## src/rtl/dpms_pkg.sv

```systemverilog
package dpms_pkg;

    localparam int REG_W    = 8;
    localparam int PM_STEPS = 4;

    localparam logic [15:0] SEQ_IDX_PORT = 16'h03C4;
    localparam logic [15:0] SEQ_DAT_PORT = 16'h03C5;
    localparam logic [15:0] CRT_IDX_OFS  = 16'h0004;
    localparam logic [15:0] CRT_DAT_OFS  = 16'h0005;

    localparam logic [REG_W-1:0] SEQ_BLANK_IDX = 8'h01;
    localparam logic [REG_W-1:0] CRT_SYNC_IDX  = 8'h34;

    localparam logic [REG_W-1:0] SEQ_BLANK_MASK = 8'h20;
    localparam logic [REG_W-1:0] CRT_HS_MASK    = 8'h01;
    localparam logic [REG_W-1:0] CRT_VS_MASK    = 8'h20;

    typedef enum logic [2:0] {
        PORT_NONE,
        PORT_SEQ_IDX,
        PORT_SEQ_DAT,
        PORT_CRT_IDX,
        PORT_CRT_DAT
    } port_e;

    typedef enum logic [1:0] {
        PM_ON      = 2'd0,
        PM_STANDBY = 2'd1,
        PM_SUSPEND = 2'd2,
        PM_OFF     = 2'd3
    } pm_mode_e;

    typedef struct packed {
        logic blank;
        logic hs_off;
        logic vs_off;
    } pm_ctl_t;

    typedef enum logic [2:0] {
        ST_IDLE,
        ST_SEQ_IDX,
        ST_SEQ_DAT,
        ST_CRT_IDX,
        ST_CRT_DAT
    } enc_st_e;

    function automatic pm_ctl_t mode_ctl(input logic [7:0] code);
        pm_ctl_t c;
        c = '0;
        if (code < 8'd4) begin
            case (pm_mode_e'(code[1:0]))
                PM_STANDBY: c = '{blank: 1'b1, hs_off: 1'b1, vs_off: 1'b0};
                PM_SUSPEND: c = '{blank: 1'b1, hs_off: 1'b0, vs_off: 1'b1};
                PM_OFF:     c = '{blank: 1'b1, hs_off: 1'b1, vs_off: 1'b1};
                default:    c = '0;
            endcase
        end
        return c;
    endfunction

    function automatic logic [REG_W-1:0] rmw(input logic [REG_W-1:0] old_v,
                                             input logic [REG_W-1:0] mask,
                                             input logic [REG_W-1:0] bits);
        return (old_v & ~mask) | (bits & mask);
    endfunction

endpackage

```

## src/rtl/dpms_port_decode.sv

```systemverilog
module dpms_port_decode
    import dpms_pkg::*;
#(
    parameter int ADDR_W = 16
) (
    input  logic [ADDR_W-1:0] addr,
    input  logic [ADDR_W-1:0] io_base,
    output port_e             port
);
    logic [ADDR_W-1:0] crt_idx_a;
    logic [ADDR_W-1:0] crt_dat_a;

    assign crt_idx_a = io_base + ADDR_W'(CRT_IDX_OFS);
    assign crt_dat_a = io_base + ADDR_W'(CRT_DAT_OFS);

    always_comb begin
        if (addr == ADDR_W'(SEQ_IDX_PORT))      port = PORT_SEQ_IDX;
        else if (addr == ADDR_W'(SEQ_DAT_PORT)) port = PORT_SEQ_DAT;
        else if (addr == crt_idx_a)             port = PORT_CRT_IDX;
        else if (addr == crt_dat_a)             port = PORT_CRT_DAT;
        else                                    port = PORT_NONE;
    end
endmodule

```

## src/rtl/dpms_regfile.sv

```systemverilog
module dpms_regfile
    import dpms_pkg::*;
(
    input  logic             clk,
    input  logic             rst,
    input  logic             op_wr,
    input  port_e            op_port,
    input  logic [REG_W-1:0] op_wdata,
    output logic [REG_W-1:0] rd_data,
    output logic [REG_W-1:0] seq_reg,
    output logic [REG_W-1:0] crt_reg
);
    logic [REG_W-1:0] seq_idx;
    logic [REG_W-1:0] crt_idx;
    logic             seq_hit;
    logic             crt_hit;

    assign seq_hit = (seq_idx == SEQ_BLANK_IDX);
    assign crt_hit = (crt_idx == CRT_SYNC_IDX);

    always_ff @(posedge clk) begin
        if (rst) begin
            seq_idx <= '0;
            crt_idx <= '0;
            seq_reg <= '0;
            crt_reg <= '0;
        end else if (op_wr) begin
            case (op_port)
                PORT_SEQ_IDX: seq_idx <= op_wdata;
                PORT_SEQ_DAT: if (seq_hit) seq_reg <= op_wdata;
                PORT_CRT_IDX: crt_idx <= op_wdata;
                PORT_CRT_DAT: if (crt_hit) crt_reg <= op_wdata;
                default: ;
            endcase
        end
    end

    always_comb begin
        case (op_port)
            PORT_SEQ_IDX: rd_data = seq_idx;
            PORT_SEQ_DAT: rd_data = seq_hit ? seq_reg : '0;
            PORT_CRT_IDX: rd_data = crt_idx;
            PORT_CRT_DAT: rd_data = crt_hit ? crt_reg : '0;
            default:      rd_data = '0;
        endcase
    end
endmodule

```

## src/rtl/dpms_mode_enc.sv

```systemverilog
module dpms_mode_enc
    import dpms_pkg::*;
#(
    parameter int MODE_W = 3
) (
    input  logic              clk,
    input  logic              rst,
    input  logic              req,
    input  logic [MODE_W-1:0] mode,
    input  logic [REG_W-1:0]  rd_data,
    output logic              busy,
    output logic              enc_wr,
    output port_e             enc_port,
    output logic [REG_W-1:0]  enc_wdata
);
    enc_st_e    st;
    pm_ctl_t    ctl_q;
    logic [7:0] code_ext;
    logic [REG_W-1:0] crt_bits;

    always_comb begin
        code_ext = '0;
        code_ext[MODE_W-1:0] = mode;
    end

    assign busy     = (st != ST_IDLE);
    assign crt_bits = (ctl_q.hs_off ? CRT_HS_MASK : '0) | (ctl_q.vs_off ? CRT_VS_MASK : '0);

    always_ff @(posedge clk) begin
        if (rst) begin
            st    <= ST_IDLE;
            ctl_q <= '0;
        end else begin
            case (st)
                ST_IDLE: if (req) begin
                    ctl_q <= mode_ctl(code_ext);
                    st    <= ST_SEQ_IDX;
                end
                ST_SEQ_IDX: st <= ST_SEQ_DAT;
                ST_SEQ_DAT: st <= ST_CRT_IDX;
                ST_CRT_IDX: st <= ST_CRT_DAT;
                default:    st <= ST_IDLE;
            endcase
        end
    end

    always_comb begin
        enc_wr    = busy;
        enc_port  = PORT_NONE;
        enc_wdata = '0;
        case (st)
            ST_SEQ_IDX: begin
                enc_port  = PORT_SEQ_IDX;
                enc_wdata = SEQ_BLANK_IDX;
            end
            ST_SEQ_DAT: begin
                enc_port  = PORT_SEQ_DAT;
                enc_wdata = rmw(rd_data, SEQ_BLANK_MASK, ctl_q.blank ? SEQ_BLANK_MASK : '0);
            end
            ST_CRT_IDX: begin
                enc_port  = PORT_CRT_IDX;
                enc_wdata = CRT_SYNC_IDX;
            end
            ST_CRT_DAT: begin
                enc_port  = PORT_CRT_DAT;
                enc_wdata = rmw(rd_data, CRT_HS_MASK | CRT_VS_MASK, crt_bits);
            end
            default: ;
        endcase
    end
endmodule

```

## src/rtl/dpms_sync_gate.sv

```systemverilog
module dpms_sync_gate
    import dpms_pkg::*;
#(
    parameter logic HS_ACTIVE = 1'b0,
    parameter logic VS_ACTIVE = 1'b0
) (
    input  logic    clk,
    input  logic    rst,
    input  pm_ctl_t ctl,
    input  logic    tg_hsync,
    input  logic    tg_vsync,
    input  logic    tg_video_en,
    output logic    hsync_out,
    output logic    vsync_out,
    output logic    video_en_out
);
    localparam int          NSYNC = 2;
    localparam logic [1:0]  ACT   = {VS_ACTIVE, HS_ACTIVE};

    logic [NSYNC-1:0] raw;
    logic [NSYNC-1:0] off;
    logic [NSYNC-1:0] sync_q;

    assign raw = {tg_vsync, tg_hsync};
    assign off = {ctl.vs_off, ctl.hs_off};

    for (genvar g = 0; g < NSYNC; g++) begin : g_sync
        always_ff @(posedge clk) begin
            if (rst)         sync_q[g] <= ~ACT[g];
            else if (off[g]) sync_q[g] <= ~ACT[g];
            else             sync_q[g] <= raw[g];
        end
    end

    always_ff @(posedge clk) begin
        if (rst) video_en_out <= 1'b0;
        else     video_en_out <= tg_video_en & ~ctl.blank;
    end

    assign hsync_out = sync_q[0];
    assign vsync_out = sync_q[1];
endmodule

```

## src/rtl/dpms_sync_ctrl.sv

```systemverilog
module dpms_sync_ctrl
    import dpms_pkg::*;
#(
    parameter int   ADDR_W    = 16,
    parameter int   MODE_W    = 3,
    parameter logic HS_ACTIVE = 1'b0,
    parameter logic VS_ACTIVE = 1'b0
) (
    input  logic              clk,
    input  logic              rst,
    input  logic [ADDR_W-1:0] io_base,
    input  logic [ADDR_W-1:0] bus_addr,
    input  logic              bus_wr,
    input  logic              bus_rd,
    input  logic [7:0]        bus_wdata,
    output logic [7:0]        bus_rdata,
    input  logic              pm_req,
    input  logic [MODE_W-1:0] pm_mode,
    output logic              pm_busy,
    input  logic              tg_hsync,
    input  logic              tg_vsync,
    input  logic              tg_video_en,
    output logic              hsync_out,
    output logic              vsync_out,
    output logic              video_en_out
);
    port_e            host_port;
    port_e            enc_port;
    port_e            op_port;
    logic             enc_wr;
    logic             op_wr;
    logic [REG_W-1:0] enc_wdata;
    logic [REG_W-1:0] op_wdata;
    logic [REG_W-1:0] rd_data;
    logic [REG_W-1:0] seq_reg_w;
    logic [REG_W-1:0] crt_reg_w;
    pm_ctl_t          ctl;

    dpms_port_decode #(.ADDR_W(ADDR_W)) u_dec (
        .addr    (bus_addr),
        .io_base (io_base),
        .port    (host_port)
    );

    assign op_wr    = pm_busy ? enc_wr    : bus_wr;
    assign op_port  = pm_busy ? enc_port  : host_port;
    assign op_wdata = pm_busy ? enc_wdata : bus_wdata;

    dpms_regfile u_regs (
        .clk      (clk),
        .rst      (rst),
        .op_wr    (op_wr),
        .op_port  (op_port),
        .op_wdata (op_wdata),
        .rd_data  (rd_data),
        .seq_reg  (seq_reg_w),
        .crt_reg  (crt_reg_w)
    );

    dpms_mode_enc #(.MODE_W(MODE_W)) u_enc (
        .clk       (clk),
        .rst       (rst),
        .req       (pm_req),
        .mode      (pm_mode),
        .rd_data   (rd_data),
        .busy      (pm_busy),
        .enc_wr    (enc_wr),
        .enc_port  (enc_port),
        .enc_wdata (enc_wdata)
    );

    assign ctl.blank  = |(seq_reg_w & SEQ_BLANK_MASK);
    assign ctl.hs_off = |(crt_reg_w & CRT_HS_MASK);
    assign ctl.vs_off = |(crt_reg_w & CRT_VS_MASK);

    dpms_sync_gate #(.HS_ACTIVE(HS_ACTIVE), .VS_ACTIVE(VS_ACTIVE)) u_gate (
        .clk          (clk),
        .rst          (rst),
        .ctl          (ctl),
        .tg_hsync     (tg_hsync),
        .tg_vsync     (tg_vsync),
        .tg_video_en  (tg_video_en),
        .hsync_out    (hsync_out),
        .vsync_out    (vsync_out),
        .video_en_out (video_en_out)
    );

    always_ff @(posedge clk) begin
        if (rst)                   bus_rdata <= '0;
        else if (bus_rd && !pm_busy) bus_rdata <= rd_data;
    end
endmodule

```

## config.mk

```make
export PLATFORM = sky130hd
export DESIGN_NAME = dpms_sync_ctrl
export DESIGN_NICKNAME = d
export VERILOG_FILES = /design/src/rtl/dpms_pkg.sv /design/src/rtl/dpms_port_decode.sv /design/src/rtl/dpms_regfile.sv /design/src/rtl/dpms_mode_enc.sv /design/src/rtl/dpms_sync_gate.sv /design/src/rtl/dpms_sync_ctrl.sv
export SDC_FILE = /design/constraint.sdc
export NUM_CORES = 1
export LEC_CHECK = 0
export BUFFER_PORTS_ARGS = -buffer_cell sky130_fd_sc_hd__clkbuf_2
export CORE_MARGIN = 2
export CORE_UTILIZATION = 60
export CTS_CLUSTER_SIZE = 16
export DETAILED_ROUTE_END_ITERATION = 10
export GPL_TIMING_DRIVEN = 1
export HOLD_SLACK_MARGIN = 0.05
export PLACE_DENSITY = 0.85
export SLEW_MARGIN = 20
export SYNTH_ARGS = -nofsm -noshare
export SYNTH_HDL_FRONTEND = slang
export SYNTH_SLANG_ARGS = --single-unit
```

## constraint.sdc

```tcl
create_clock -name clk -period 6.1 [get_ports clk]
set_input_delay 0.61 -clock clk [delete_from_list [all_inputs] [get_ports clk]]
set_output_delay 0.61 -clock clk [all_outputs]
set_load 0.01 [all_outputs]
```

# Yosys cells after proc, flatten, opt, wreduce, memory -nomap -nowiden
# Index checks and enable logic that the tools add are counted.
dict set report word_totals {
  output_inout_bits 12
  regBits 49
  word_cells 68
}
dict set report op_classes {
  n_lt_le_gt_ge 1
  n_bitwise 5
  n_reduce_logical 11
  eq_ne 18
  n_addsub 2
  n_mux 19
}
# operator n
set op_table {}
lappend op_table {{$pmux 8 s4} 2}
lappend op_table {{$add 16x3->16 const B} 2}
lappend op_table {{$eq 16x10->1 const B} 2}
lappend op_table {{$eq 16x16->1} 2}
lappend op_table {{$mux 8} 3}
lappend op_table {{$pmux 3 s4} 2}
lappend op_table {{$mux 3} 7}
lappend op_table {{$or 8x6->8} 2}
lappend op_table {{$eq 3x2->1 const B} 4}
lappend op_table {{$mux 6} 2}
lappend op_table {{$pmux 3 s3} 1}
lappend op_table {{$eq 8x1->1 const B} 1}
lappend op_table {{$eq 8x6->1 const B} 1}
lappend op_table {{$eq 3x1->1 const B} 2}
lappend op_table {{$eq 3x3->1 const B} 2}
lappend op_table {{$or 6x6->6} 1}
lappend op_table {{$reduce_and 2->1} 3}
lappend op_table {{$reduce_and 3->1} 2}
lappend op_table {{$eq 2x2->1 const B} 2}
lappend op_table {{$reduce_or 2->1} 2}
lappend op_table {{$logic_not 3->1} 1}
lappend op_table {{$lt 3x3->1 const B} 1}
lappend op_table {{$reduce_bool 3->1} 1}
lappend op_table {{$eq 2x1->1 const B} 1}
lappend op_table {{other kinds (6)} 7}

# Longest topological paths before layout
# Gate-level depths: netlist of the first run.
dict set report depth {
  depth_word 12
  ltp_mapped 12
}

# Hierarchy
# From an unflattened synthesis of the first run, not the netlist that was laid out.
dict set report hier_totals {
  cells_unflattened 414
  hier_area_um2 3696.0
}
# mod seq_area_each_um2 area_each_um2 cells_per_inst instances
set by_module_without_submodules {}
lappend by_module_without_submodules {dpms_regfile 640.6 1669.1 175 1}
lappend by_module_without_submodules {dpms_port_decode 0.0 988.4 138 1}
lappend by_module_without_submodules {dpms_sync_ctrl 160.2 561.8 48 1}
lappend by_module_without_submodules {dpms_mode_enc 120.1 396.6 47 1}
lappend by_module_without_submodules {dpms_sync_gate 60.1 80.1 6 1}

# Worst setup path after synthesis of the first run
# No wires, ideal clock.
dict set report synth_path {
  kind {input -> register}
  start {in io_base[2]}
  end {reg u_regs.seq_reg[1]}
  required_ns 5.984
  setup_ns 0.116
  slack_ns 2.599
  stages 12
  path_buffers 2
  arrival_time_ns 3.385
  cell_sequence {ha_1 > buf_2 > nand3_1 > or4_4 > a2111oi_4 > nand4_2 > o311ai_2 > buf_6 > mux2_1 > a22oi_1 > nand2_1 > a31o_2}
}
dict set report synth_via {
  elab_chain_len 12
  word_cells_on_any_way 19
}
# element line
set synth_rtl {}
lappend synth_rtl {{start: declaration} dpms_sync_ctrl.sv:11} ;# input logic [ADDR_W-1:0] io_base,
lappend synth_rtl {{$add 16x3->16} dpms_port_decode.sv:14} ;# assign crt_dat_a = io_base + ADDR_W'(CRT_DAT_OFS);
lappend synth_rtl {{$eq 16x16->1} dpms_port_decode.sv:20} ;# else if (addr == crt_dat_a) port = PORT_CRT_DAT;
lappend synth_rtl {{$mux 3} dpms_port_decode.sv:20}
lappend synth_rtl {{$mux 3 (*)} dpms_port_decode.sv:19} ;# else if (addr == crt_idx_a) port = PORT_CRT_IDX;
lappend synth_rtl {{$mux 3 (*)} dpms_port_decode.sv:18} ;# else if (addr == ADDR_W'(SEQ_DAT_PORT)) port = PORT_SEQ_DAT;
lappend synth_rtl {{$mux 3 (*)} dpms_port_decode.sv:17} ;# if (addr == ADDR_W'(SEQ_IDX_PORT)) port = PORT_SEQ_IDX;
lappend synth_rtl {{$mux 3 (*)} dpms_sync_ctrl.sv:46} ;# assign op_port = pm_busy ? enc_port : host_port;
lappend synth_rtl {{$eq 3x3->1, or another cell as far along} dpms_regfile.sv:39} ;# case (op_port)
lappend synth_rtl {{$pmux 8 s4} dpms_regfile.sv:39}
lappend synth_rtl {{$or 8x6->8} dpms_pkg.sv:64} ;# return (old_v & ~mask) | (bits & mask);
lappend synth_rtl {{$pmux 8 s4} dpms_mode_enc.sv:51} ;# case (st)
lappend synth_rtl {{$mux 8} dpms_sync_ctrl.sv:47} ;# assign op_wdata = pm_busy ? enc_wdata : bus_wdata;
lappend synth_rtl {{end signal: assignment} dpms_regfile.sv:30} ;# PORT_SEQ_DAT: if (seq_hit) seq_reg <= op_wdata;
lappend synth_rtl {{end: declaration} dpms_regfile.sv:10} ;# output logic [REG_W-1:0] seq_reg,
# Every way passes the cells marked *; elsewhere a longest branch is shown, timed or not.
# A chain may end at the register's enable or synchronous reset.

# Final worst setup path of the first run
dict set report layout_path {
  start {in io_base[3]}
  end {reg u_regs.crt_idx[6]}
}
dict set report layout_via {
  elab_chain_len 12
  word_cells_on_any_way 19
}
# element line
set layout_rtl {}
lappend layout_rtl {{$add 16x3->16} dpms_port_decode.sv:14}
lappend layout_rtl {{$eq 16x16->1} dpms_port_decode.sv:20}
lappend layout_rtl {{$mux 3} dpms_port_decode.sv:20}
lappend layout_rtl {{$mux 3 (*)} dpms_port_decode.sv:19}
lappend layout_rtl {{$mux 3 (*)} dpms_port_decode.sv:18}
lappend layout_rtl {{$mux 3 (*)} dpms_port_decode.sv:17}
lappend layout_rtl {{$mux 3 (*)} dpms_sync_ctrl.sv:46}
lappend layout_rtl {{$eq 3x3->1, or another cell as far along} dpms_regfile.sv:39}
lappend layout_rtl {{$pmux 8 s4} dpms_regfile.sv:39}
lappend layout_rtl {{$or 8x6->8} dpms_pkg.sv:64}
lappend layout_rtl {{$pmux 8 s4} dpms_mode_enc.sv:51}
lappend layout_rtl {{$mux 8} dpms_sync_ctrl.sv:47}
lappend layout_rtl {{end signal: assignment} dpms_regfile.sv:31} ;# PORT_CRT_IDX: crt_idx <= op_wdata;
lappend layout_rtl {{end: declaration} dpms_regfile.sv:14} ;# logic [REG_W-1:0] crt_idx;
# Marks and branches as above.

==> impl_results.md, run 1 <==
- Count of buffer and inverter cells on the critical path: 1
- Cell with the most instances after synthesis: nor2_1
- Cell leakage power: 1.45 nW
- Multiplexer share of the synthesized area: 0.0910
- Die W: 78.9 um
- Total length of routed wires: 9270 um
- Required time reported for the critical path endpoint: 6.26 ns
- Number of violations reported at the end of detailed-routing iteration 0: 255
- Post-detailed-route DRC marker count: 0
- Complex-gate fraction of the synthesized area: 0.210
- Count of pins over their slew limit: 0
- Routed len/inst: 17.6 um
- Final non-filler cell area: 3810 um2
- Post-layout minimum cycle time: 4.35 ns
- Worst-case setup margin in the final layout: 1.75 ns
- IO Pins: 63
- Critical Path Fanout Max: 11
- Setup Viol. Count Final: 0
- Share of flip-flops with an asynchronous set or reset: 0
- Unrepaired setup endpoints after global routing: false
- HP Class: in -> reg
- # H-tree levels: 2
- Cell-by-cell trace of the critical path: clkbuf_2, ha_1, nand3_1, or4_4, a2111oi_4, nand4_2, o311ai_2, nor2b_1, mux2i_1, nor2_1
- Slew at the pin closest to its max-slew limit: 1.07 ns
- Number of nets in the synthesized netlist: 462
- CORE AREA: 5470 um2
- Initial antenna violation count: 0
- Source-to-sink clock delay at the later pin of the worst-skew pair: 0.31 ns
- Weighted congestion at the end of routability-driven global placement: 0.995
- Detailed-route via count: 3409
- Aggregate global-route resource usage: 0.303
- CP Capture Type: register
- Final-layout worst hold slack: 0.468 ns
- Data arrival time at the worst-slack endpoint: 4.51 ns
- Area share of the largest cell type after synthesis: 0.291
- Skew final: 0.0155 ns
- Floorplan die height: 78.9 um
- Sequential share of the synthesized area: 0.291
- Post-layout util: 0.696
- Nets: 509
- CTS max path bufs: 2
- Post-synthesis share of cell area spent on full adders, half adders and majority gates: 0.0111
- Port-buffer cells: 62
- Synthesized instance count: 408
- Main combinational cell family by area after synthesis: simple AND/OR/NAND/NOR gates
- Global-route wire length before repair: 15000 um
- Most used flip-flop cell after synthesis: dfxtp_1
- Count of inserted antenna diode cells: 0
- CTS buffer count: 5
- Power per Cell Area: 229 nW/um2
- Post_cts resized: 0
- Share of synthesized cell area in and, or, nand and nor gates: 0.271
- Final worst path period share: 0.713
- Setup Crit Path Kind: in -> reg
- Cell family contributing the most delay on the critical path: simple AND/OR/NAND/NOR gates
- Initial Util: 0.615
- Number of detailed-routing iterations run before antenna repair: 5
- Sum of negative setup slack: 0 ns
- Max Clock Freq: 0.230 GHz
- Critical Path Max Stage Delay: 0.94 ns
- CTS tree: built
- Root buffer cell: clkbuf_8
- Area contributors post-synth: dfxtp_1 29%, mux2i_1 7.4%, nor2_1 6.4%
- Hold buffers post-CTS: 0
- Vias in the first global route: 3195
- Type of origin of the critical path: input pin
- Critical-path top delay cell: o311ai_2
- Placed inst area: 3670 um2
- Distinct cell type count of the synthesized netlist: 69
- Proportion of layout cells with a drive suffix above 1: 0.197
- Synth warn: 0
- Largest net degree at the start of global routing: 54
- Number of rows in the core area: 27
- Xor/xnor cell area share of the yosys netlist: 0.0832
- Final Hold Vio Count: 0
- Gr ovfl total: 0
- Area of the mapped netlist: 3370 um2
- Number of synthesized flops with an enable pin: 0
- Post-synth top cells: 57 x nor2_1, 49 x dfxtp_1, 25 x mux2i_1, 20 x xnor2_1, 19 x nand2_1
- Cell type contributing the most total cell area after synthesis: dfxtp_1
- Peak VDD IR: 0.000128 V
- Pre-CTS setup slack: 1.49 ns
- Max cap viols: 0
- Clock transition at the register clock pins on the worst setup and hold paths after CTS: 0.10 ns
- Outcome: complete, no violations
- Post-detailed-placement half-perimeter wirelength: 7040 um
- R2R Setup Slk: 2.59 ns
- Ratio of routed vias to standard cells: 6.46
- Register bit total from synthesis: 49
- Area Overhead vs Synth: 13.2%
- Clock Sink Count: 49
- Area of the die: 6230 um2
- Worst-case headroom to the max-slew limit: 0.289
- Number of buffers inserted by post-CTS setup repair: 0
- Post-route ant nets: 0
- Average footprint of a synthesized cell: 8.25 um2
## cells in the final DEF, fill, tap and decap left out, types with 3 or more instances in the layout
cell and count:
o211ai_1 3, nor2_1 57, nor4_1 7, a22o_1 3, nor2b_1 4, clkbuf_8 5, inv_1 11, a31o_2 4
a21oi_1 16, o21ai_1 3, o21a_1 8, ha_1 3, nor3b_1 10, a311oi_1 4, and2_1 7, or3_1 4
nor4b_1 4, nand3_1 10, nand4_1 4, clkbuf_2 62, nand2b_1 4, nand2_1 19, dfxtp_1 49, o21ai_0 12
xnor2_1 20, a2111oi_0 3, a211oi_1 6, a31oi_1 3, mux2i_1 25, xor2_1 12, nor3_1 14, nand4b_1 3
a22oi_1 6, nor4bb_1 3, mux2_1 4
## worst register-to-register path, stage by stage, from the launching register on
cell and delay [ns]:
dfxtp_1 0.59, nor3_1 0.37, o21ai_0 0.27, o311ai_2 0.98, nor2b_1 0.81, mux2i_1 0.28, nor2_1 0.05
## kinds of logic (layout without fill, tap and decap cells)
group / Yosys count / after routing
compound gates: 93 / 93
xor+xnor: 32 / 32
fa+ha+maj: 3 / 3
buf+inv: 34 / 82
flops: 49 / 49
mux: 30 / 30
simple gates: 167 / 167
## area by class of cell
type,instances,area [um2]
clock buffers,5,68.8
clock inverters,3,68.8
fillers,460,1660
inverters,11,41.3
multi-input cells,325,2240
flip-flops and latches,49,981
well taps,72,90.1
repair buffers,63,318
## per-layer routing
metal,part of all wire,track usage
met4,0.044,0.159
met5,0,0
met3,0.070,0.0489
met2,0.49,0.517
met1,0.39,0.367
## worst paths after layout
kind                                         from             endpoint  cells past startpoint
worst min-delay path                     tg_vsync     u_gate.vsync_out                      2
worst max-delay path                   io_base[3]    u_regs.crt_idx[6]                     10
worst max register to register        u_enc.st[2]    u_regs.crt_idx[6]                      6
worst min register to register  u_regs.seq_reg[5]  u_gate.video_en_out                      1
## through the flow
step	instances	total power, mW
after floorplan	408	0.517
after global placement	520	0.583
after detailed placement	520	0.590
after CTS	528	0.869
after global routing	528	0.911
final	528	0.872
## report_power, final
part / switching (mW) / internal [mW]
clock network: 0.118 / 0.165
registers: 0.0179 / 0.337
logic: 0.140 / 0.0941
(Power assumes the default switching activity.)
==> run 2: changes to the inputs <==
ABC_AREA = 1   (was not set)
CORE_UTILIZATION = 57   (was 60)
PLACE_DENSITY = 0.81   (was 0.85)
clock period = 4 ns   (was 6.1 ns; I/O delays follow)
==> run 2 against run 1 <==
Net effect:
- combinational power up 40%
- clock-buffer cell count up 2
- synthesized area up 11%
- worst setup slack worse by 0.45 ns
- non-clock buffer count down 1
- utilization down 4.3 points
- flip-flop and latch count unchanged
- register-to-register slack worse by 1.1 ns
- hold slack worse by 0.20 ns
- critical path type unchanged
==> impl_results.md, run 2 <==
- Outcome: complete, no violations
- Vias in the first global route: 3573 (+12%)
- Setup Viol. Count Final: 0 (unchanged)
- Initial antenna violation count: 0 (unchanged)
- Clock group share of total power: 0.257 (-0.068)
- Number of synthesized flops with an enable pin: 0 (unchanged)
- Post-detailed-placement half-perimeter wirelength: 7570 um (+7.5%)
- Count of pins over their slew limit: 0 (unchanged)
- Average footprint of a synthesized cell: 5.99 um2 (-27%)
- Nets: 733 (+44%)
- Dpl cells: 749 (+44%)
- Die W: 84.8 um (+7.5%)
- Number of detailed-routing iterations run before antenna repair: 6 (+1)
- Number of nets in the synthesized netlist: 675 (+46%)
- Largest net degree at the start of global routing: 29 (-46%)
- Fill cells: 618 (+34%)
- Proportion of layout cells with a drive suffix above 1: 0.153 (-0.0442)
- Setup Crit Path Kind: in -> reg
- CTS buffer count: 5 (unchanged)
- Area contributors post-synth: dfxtp_1 26%, nand2_1 18%, inv_1 11%
- Aggregate global-route resource usage: 0.273 (-0.0301)
- Floorplan die height: 84.8 um (+7.5%)
- Cell leakage power: 2.20 nW (+52%)
- Root buffer cell: clkbuf_8
- Net switching power: 0.404 mW (+46%)
- Most common cell after layout, fill and taps aside: nand2_1
- Peak VDD IR: 0.000244 V (+91%)
- CP Capture Type: register
- Final worst path period share: 0.673
- Slew at the pin closest to its max-slew limit: 0.748 ns (-0.317 ns)
- Register bit total from synthesis: 49 (unchanged)
- HP Class: in -> reg
- Max Clock Freq: 0.371 GHz
- Power per Cell Area: 280 nW/um2 (+22%)
- Fin cells: 756 (+43%)
- IO Pins: 63 (unchanged)
- CTS tree: built
- Proportion of power drawn by combinational gates: 0.282 (+0.014)
- Detailed-route via count: 4055 (+19%)
- Share of flip-flops with an asynchronous set or reset: 0 (unchanged)
- Required time reported for the critical path endpoint: 4.22 ns (-2.04 ns)
- Area share of the largest cell type after synthesis: 0.264 (-0.0278)
- Total internal power: 0.759 mW (+27%)
- Number of buffers inserted by post-CTS setup repair: 0 (unchanged)
- Leading cell types in the layout, fill and taps excluded: 179 x nand2_1, 105 x inv_1, 68 x nor2_1, 68 x nand3_1, 62 x clkbuf_2
- Clock Sink Count: 49 (unchanged)
- CTS max path bufs: 2 (unchanged)
- Post-layout minimum cycle time: 2.69 ns
- Total length of routed wires: 9690 um (+4.5%)
- Number of rows in the core area: 29 (+7.4%)
- Ratio of routed vias to standard cells: 5.36 (-17%)
- Most used flip-flop cell after synthesis: dfxtp_1
- Synth warn: 0 (unchanged)
- Global-route wire length before repair: 16200 um (+7.8%)
- Distinct cell type count of the synthesized netlist: 37 (-46%)
- # H-tree levels: 2 (unchanged)
- Skew final: 0.00793 ns (-0.00756 ns)
- Clock transition at the register clock pins on the worst setup and hold paths after CTS: 0.08 ns (-0.02 ns)
- Final Hold Vio Count: 0 (unchanged)
- Port-buffer cells: 62 (unchanged)
- Area of the mapped netlist: 3720 um2 (+11%)
- Weighted congestion at the end of routability-driven global placement: 0.936 (-5.9%)
- Unrepaired setup endpoints after global routing: false
- Data arrival time at the worst-slack endpoint: 2.91 ns (-1.60 ns)
- Sum of negative setup slack: 0 ns (unchanged)
- CORE AREA: 6350 um2 (+16%)
- Number of violations reported at the end of detailed-routing iteration 0: 508 (+99%)
- Hold buffers post-CTS: 0 (unchanged)
- Max cap viols: 0 (unchanged)
- Post-detailed-route DRC marker count: 0 (unchanged)
- Cell with the most instances after synthesis: nand2_1
- Switch share: 0.347 (+0.0307)
- Cell with the most instances on the worst path: nand2_1
- Count of inserted antenna diode cells: 0 (unchanged)
- Cell type contributing the most total cell area after synthesis: dfxtp_1
- Post-route ant nets: 0 (unchanged)
- Post_cts resized: 0 (unchanged)
- Routed len/inst: 12.8 um (-27%)
- Area of the die: 7190 um2 (+16%)
- Synthesized instance count: 621 (+52%)
- Cell-by-cell trace of the critical path: clkbuf_2, inv_1, ha_1, inv_1, nand2_1, nand2_1, nor2_1, nand3_1, nor2_1, nand2_1, nor2_2, nand3_1, nand2_1, nand2_2, nand2_4, nor2_8, nand2_1, o21ai_0, o21ai_1, nand3_1, nand2_1, inv_1
- Share of power burned in registers: 0.461 (+0.054)
- Critical Path Fanout Max: 12 (+1)
- Source-to-sink clock delay at the later pin of the worst-skew pair: 0.31 ns (about the same)
- Sequential share of the synthesized area: 0.264 (-0.0278)
- Critical-path top delay cell: o21ai_1
- Initial Util: 0.586 (-0.0290)
- Area Overhead vs Synth: 11.5%
- Type of origin of the critical path: input pin
- Post-synth top cells: 179 x nand2_1, 105 x inv_1, 68 x nand3_1, 68 x nor2_1, 49 x dfxtp_1
- Critical Path Max Stage Delay: 0.36 ns (-0.58 ns)
- Worst-case headroom to the max-slew limit: 0.499 (+0.211)
- Gr ovfl total: 0 (unchanged)
==> run 2: cell count changes in the layout (fill, tap and decap cells not counted), moves of 7 or more <==
cell	change
xnor2_1	-17
nor2_2	+7
nor2_1	+11
nand4_1	+9
inv_1	+94
o21ai_0	+9
and2_1	-7
nand2_1	+160
nor3_1	-11
nor3b_1	-10
mux2i_1	-25
a21oi_1	+9
nand3_1	+58
==> run 2: power groups by stage <==
| stage | sequential (mW) | clock, mW | combinational (mW) |
|---|---|---|---|
| finish | 0.537 | 0.298 | 0.328 |
| global route | 0.539 | 0.324 | 0.369 |
| CTS | 0.535 | 0.299 | 0.322 |
| detailed placement | 0.547 | 0 | 0.320 |
| global placement | 0.546 | 0 | 0.314 |
| floorplan | 0.544 | 0 | 0.224 |
==> run 2: final timing paths <==
kind                           from           endpoint  slack, ns  cells after the start
hold / removal             tg_hsync   u_gate.hsync_out       0.26                      3
setup reg to reg        u_enc.st[0]  u_regs.crt_reg[0]       1.46                     16
hold reg to reg   u_regs.crt_reg[0]   u_gate.hsync_out       0.45                      2
setup / recovery         io_base[2]  u_regs.seq_idx[7]       1.31                     22
==> run 2: layout make-up <==
type,count,area (um2),share of cell area
multi-input cells,451,2260,0.545
clock buffers,7,86.3,0.0208
flip-flops and latches,49,981,0.236
inverters,110,415,0.100
repair buffers,62,310,0.0747
well taps,77,96.3,0.0232
==> run 2: kinds of logic after synthesis <==
| kind of cell | Yosys count | synth area share |
|---|---|---|
| AOI/OAI and AO/OA | 72 | 0.113 |
| xor gates and xnor gates | 16 | 0.0376 |
| adders and majority gates | 3 | 0.0101 |
| buffers and inverters | 121 | 0.132 |
| DFF | 49 | 0.264 |
| and+or+nand+nor | 360 | 0.444 |
==> run 2: per-layer routing <==
layer | up-vias | GRT usage | share of wire
met5 | - | 0 | 0
met4 | 0 | 0.0548 | 0.011
met3 | 14 | 0.0506 | 0.10
met2 | 195 | 0.409 | 0.42
met1 | 1785 | 0.412 | 0.46
li1 | 2061 | - | -
==> run 2: worst max-delay path, delay by kind of cell <==
kind            cells  cell delay [ns]
buf+inv             4             0.31
fa+ha+maj           1             0.30
simple gates       15             1.38
compound gates      2             0.53
==> run 2: stage by stage <==
step / utilization / power (mW) / area, um2 / hold WS, ns / setup WS [ns]
after global placement: 0.638 / 0.859 / 4050 / 0.431 / 1.13
after floorplan: - / 0.768 / 3720 / 0.408 / 1.67
final: 0.654 / 1.16 / 4150 / 0.264 / 1.31
after CTS: 0.653 / 1.16 / 4150 / 0.269 / 1.36
after global routing: 0.654 / 1.23 / 4150 / 0.284 / 1.05
after detailed placement: 0.639 / 0.867 / 4060 / 0.434 / 1.04
